File: config.mk
export PLATFORM = sky130hd
export DESIGN_NAME = stor_key_guard
export DESIGN_NICKNAME = d
export VERILOG_FILES = /design/src/rtl/skg_pkg.sv /design/src/rtl/skg_part_decode.sv /design/src/rtl/skg_key_table.sv /design/src/rtl/skg_key_match.sv /design/src/rtl/stor_key_guard.sv
export SDC_FILE = /design/constraint.sdc
export NUM_CORES = 1
export LEC_CHECK = 0
export BUFFER_PORTS_ARGS = -buffer_cell sky130_fd_sc_hd__buf_4
export CORE_UTILIZATION = 52
export CTS_CLUSTER_SIZE = 16
export DETAILED_ROUTE_END_ITERATION = 10
export PLACE_DENSITY = 0.75
export SYNTH_ARGS = -nofsm -noshare
export SYNTH_HDL_FRONTEND = slang
export SYNTH_SLANG_ARGS = --single-unit
File: constraint.sdc
create_clock -name clk -period 2.9 [get_ports clk]
set_clock_uncertainty 0.2 [all_clocks]
set_input_delay 0.58 -clock clk [delete_from_list [all_inputs] [get_ports clk]]
set_output_delay 0.58 -clock clk [all_outputs]
set_load 0.03 [all_outputs]
File: src/rtl/skg_pkg.sv
package skg_pkg;

    // Two separate fault sources, kept apart so each follows its own lifetime
    typedef struct packed {
        logic acc_fault;   // last request denied, held until next request
        logic wr_fault;    // rejected table load, lasts one cycle
    } skg_fault_t;

endpackage

File: src/rtl/skg_part_decode.sv
module skg_part_decode #(
    parameter int ADDR_W = 16,
    parameter int PART_W = 4
) (
    input  logic [ADDR_W-1:0] addr,
    output logic [PART_W-1:0] part_idx
);

    // Fixed-size partitions: the high address bits select the partition
    assign part_idx = addr[ADDR_W-1 -: PART_W];

endmodule

File: src/rtl/skg_key_table.sv
module skg_key_table #(
    parameter int KEY_W  = 4,
    parameter int PART_W = 4,
    localparam int PART_CNT = 1 << PART_W
) (
    input  logic              clk,
    input  logic              rst_n,
    input  logic              wr_en,
    input  logic [PART_W-1:0] wr_idx,
    input  logic [KEY_W-1:0]  wr_key,
    input  logic [PART_W-1:0] rd_idx,
    output logic [KEY_W-1:0]  rd_key
);

    logic [KEY_W-1:0] key_d [PART_CNT];
    logic [KEY_W-1:0] key_q [PART_CNT];

    always_comb begin
        for (int i = 0; i < PART_CNT; i++) begin
            key_d[i] = key_q[i];
        end
        if (wr_en) begin
            key_d[wr_idx] = wr_key;
        end
    end

    for (genvar g = 0; g < PART_CNT; g++) begin : g_entry
        always_ff @(posedge clk) begin
            if (!rst_n) begin
                key_q[g] <= '0;
            end else begin
                key_q[g] <= key_d[g];
            end
        end
    end

    // Read returns the registered key: a same-cycle write is not visible
    assign rd_key = key_q[rd_idx];

endmodule

File: src/rtl/skg_key_match.sv
module skg_key_match #(
    parameter int KEY_W = 4
) (
    input  logic             req,
    input  logic [KEY_W-1:0] psw_key,
    input  logic [KEY_W-1:0] part_key,
    output logic             grant
);

    logic master_key;
    logic keys_equal;

    always_comb begin
        master_key = (psw_key == '0);
        keys_equal = (psw_key == part_key);
        grant      = req && (master_key || keys_equal);
    end

endmodule

File: src/rtl/stor_key_guard.sv
module stor_key_guard #(
    parameter int ADDR_W = 16,
    parameter int KEY_W  = 4
) (
    input  logic              clk,
    input  logic              rst_n,
    input  logic              acc_req,
    input  logic              acc_write,
    input  logic [ADDR_W-1:0] acc_addr,
    input  logic [KEY_W-1:0]  psw_key,
    input  logic              sup_mode,
    input  logic              tbl_we,
    input  logic [KEY_W-1:0]  tbl_idx,
    input  logic [KEY_W-1:0]  tbl_key,
    output logic              acc_grant,
    output logic              prot_fault
);

    import skg_pkg::*;

    // One partition per key value
    localparam int PART_W = KEY_W;

    logic [PART_W-1:0] part_idx;
    logic [KEY_W-1:0]  part_key;
    logic              load_ok;
    logic              load_bad;
    logic              grant_w;
    logic              unused_dir;

    skg_fault_t flt_d;
    skg_fault_t flt_q;

    // The check is the same for both directions
    assign unused_dir = acc_write;

    assign load_ok  = tbl_we &&  sup_mode;
    assign load_bad = tbl_we && !sup_mode;

    skg_part_decode #(
        .ADDR_W (ADDR_W),
        .PART_W (PART_W)
    ) decode_i (
        .addr     (acc_addr),
        .part_idx (part_idx)
    );

    skg_key_table #(
        .KEY_W  (KEY_W),
        .PART_W (PART_W)
    ) table_i (
        .clk    (clk),
        .rst_n  (rst_n),
        .wr_en  (load_ok),
        .wr_idx (tbl_idx),
        .wr_key (tbl_key),
        .rd_idx (part_idx),
        .rd_key (part_key)
    );

    skg_key_match #(
        .KEY_W (KEY_W)
    ) match_i (
        .req      (acc_req),
        .psw_key  (psw_key),
        .part_key (part_key),
        .grant    (grant_w)
    );

    always_comb begin
        flt_d          = flt_q;
        flt_d.wr_fault = load_bad;
        if (acc_req) begin
            flt_d.acc_fault = !grant_w;
        end
    end

    always_ff @(posedge clk) begin
        if (!rst_n) begin
            flt_q <= '0;
        end else begin
            flt_q <= flt_d;
        end
    end

    assign acc_grant  = grant_w;
    assign prot_fault = flt_q.acc_fault || flt_q.wr_fault;

endmodule

==> reports/metrics.yaml <==
status:
  run_status: "finished, violations left"
  violations: "negative setup slack"
drt:
  detail_route.wirelength_mm: 6.68
  drc_violations_left: 0
  initialDrtViolationCount: 105
  route.detailed.wl_per_inst_um: 16.2
  detailedRoute.firstPassIterationCount: 4
  detail-route-antenna-nets: 0
  vias: 2247
  route.detailed.vias_per_inst: 5.45
critical_path:
  cp_slowest_stage_delay_ps: 480
  critPathArrivalTime_ps: 2400
  register_to_register_setup_slack_ps: 650
  reg2reg_depth: 7
  worst_setup_path_end_kind: "primary output"
  critical_path.cell_chain: "buf_12 -> mux4_2 -> and2_4 -> or3_1 -> a221o_1 -> nand2_1 -> o21ai_2 -> a21boi_4 -> buf_6"
  r2r_startpoint: "table_i.key_q[7][3]"
  criticalPathCategory: "input port to primary output"
  timing.critical_path.fanout_max: 7
  start_kind: "input port"
  critical-path-slowest-cell: "mux4_2"
  required_ps: 2120
  worst_r2r_endpoint: "flt_q[1]"
grt:
  gr-total-overflow: 0
  initial_antenna_violation_count: 0
  vias_in_the_first_global_route: 2206
  gr_util_all_layers_pct: 22.6
  grt_pass1_wl_mm: 10.9
  largest_net_degree_at_the_start_of_global_routing: 68
cts:
  post-cts-setup-buffers: 0
  clock_tree_from_tritoncts: "done"
  cts.hold.buffers_added: 0
  bufs_on_longest_clock_path: 2
  number_of_buffers_added_by_the_clock_tree_synthesis_step: 9
  tritoncts_num_sinks: 66
  htree_num_levels: 3
  clk_pin_slew_ps: 60
  clk_latency_ps: 330
  ctsRootBufferMaster: "clkbuf_8"
timing:
  final_period_minus_worst_setup_slack_ps: 3180
  layout_setup_ws_ps: -276
  drv_slew: 0
  fin_crit_sh_pct: 110
  worst_slew_pin_slew_ps: 553
  setup_tns_ps: -276
  maxSlewHeadroom_pct: 63.0
  setup-violations-final: 1
  timing.fmax_ghz: 0.315
  final-hold-violation-count: 0
  rsz_0062_raised_after_global_routing: "true"
finish:
  utilization_pct: 62.1
  filler_cell_count: 529
  layout-drive-gt1-share_pct: 18.7
  layout_common_cells: "mux2i_1 (77), dfxtp_1 (66), nor2b_1 (63)"
  synthToLayoutAreaGrowth_pct: 14.2
  multi_input_area_um2: 1850
  layout_commonest_cell: "mux2i_1"
  layoutNonFillerInstCount: 412
  seq_cell_area_um2: 1320
  count_of_inserted_antenna_diode_cells: 0
  nets: 366
synth:
  yosysUniqueCellTypes: 34
  ys_warn_count: 0
  ys_seq_area_share_pct: 40.6
  yosys.area.top_type: "dfxtp_1"
  synth_area_per_cell_um2: 10.5
  synth_top_area_share_pct: 40.6
  syn-cell-area_um2: 3260
  synthesized_netlist_net_count: 345
  synth_top_area_cells: "dfxtp_1 (41%), mux2i_1 (24%), nor2b_1 (12%)"
  yosys_register_bits: 66
  post_synth_inst_count: 311
worst_hold_path:
  hold_path.class: "input port to flip-flop"
  whs_path_depth: 2
  worst_hold_startpoint: "sup_mode"
  hold_path_end: "flt_q[0]"
pwr:
  max-vdd-ir-drop_mv: 0.290
  power.density_nw_per_um2: 493
  power_leakage_nw: 1.46
  p_total_w: 0.00183
run:
  drv_cap: 0
floorplan:
  die_width_um: 81.1
  dieArea_um2: 6580
  floorplan.rows: 28
  chipHeight_um: 81.1
  io-pin-count: 36
  start_util_pct: 54.3
  core_um2: 5990
placed_design:
  finalWeightedCongestion: 0.784
  numPortBuffers: 22
  numPlacedInstances: 396
  post-dp-hpwl_mm: 4.65
## report_power, final
part	switching (W)	leakage, nW	internal [W]
combinational	0.0000856	0.821	0.0000799
clock	0.000321	0.106	0.000427
sequential	0.00000383	0.532	0.000915
## kinds of logic after synthesis
group | after synthesis | synth area share [%]
DFF | 66 | 40.6
buffers and inverters | 21 | 2.84
AOI/OAI and AO/OA | 20 | 4.57
and+or+nand+nor | 112 | 19.7
xor gates and xnor gates | 3 | 0.807
muxes | 89 | 31.5
## flip-flops by register name, indices dropped and copies added, names as in the netlist
name           flops
flt_q              2
table_i.key_q     64
## how the worst max path moves through the flow
stage                       from   endpoint  cells after the start
floorplan           acc_addr[13]  acc_grant                      8
global placement    acc_addr[13]  acc_grant                      8
detailed placement  acc_addr[13]  acc_grant                      8
CTS                 acc_addr[13]  acc_grant                      9
global route        acc_addr[13]  acc_grant                      9
finish              acc_addr[13]  acc_grant                      9
## timing repair
item / CTS / global route
pin swaps: 1 / 0
endpoints found under the setup margin: 1 / 1
resized for setup: 6 / 0
hold endpoints to repair: 0 / 0
## per-stage QoR
step                      instance area, um^2  hold slack [ps]  worst slack, ps
after CTS                                3720              227             -278
after global routing                     3720              237             -355
after detailed placement                 3500              285             -415
after floorplan                          3270              254             -192
final                                    3720              241             -276
after global placement                   3500              269             -403
## layout make-up
type / instances / share of cell area, %
Clock buffer: 15 / 5.28
Clock inverter: 1 / 0.135
Multi-Input combinational cell: 224 / 49.8
Sequential cell: 66 / 35.5
Tap cell: 75 / 2.52
Timing Repair Buffer: 31 / 6.70
## critical path: cells and delay by family
family                 cells  cell delay, ps
AOI/OAI and AO/OA          3             510
buffers and inverters      2             240
muxes                      1             480
and+or+nand+nor            3             580
## synth_stat cells
cell / instances
and2_1: 3
or4_1: 1
nand2b_1: 5
a41o_1: 1
mux2i_1: 77
or2_2: 2
buf_6: 1
a221o_1: 1
nand4_1: 1
or3_1: 2
dfxtp_1: 66
xnor2_1: 1
a21boi_1: 1
a21boi_0: 4
nor2b_1: 63
a211oi_2: 1
a22oi_1: 4
a21o_1: 1
o21ai_2: 1
nand2_1: 13
nor3_1: 1
nand3_1: 2
xor2_1: 2
nor2_1: 14
mux4_1: 2
buf_2: 5
clkbuf_1: 15
mux2_2: 2
o21ai_0: 5
o211ai_1: 1
and3b_1: 1
nor4_1: 1
nand4b_1: 3
mux4_2: 8
## per-layer routing
layer	global-route usage [%]	wire length, um
met5	0	0
met4	10.0	75
met3	3.71	280
met2	34.6	3000
met1	31.1	3330
Note: power is estimated with default switching activity, not from simulation.
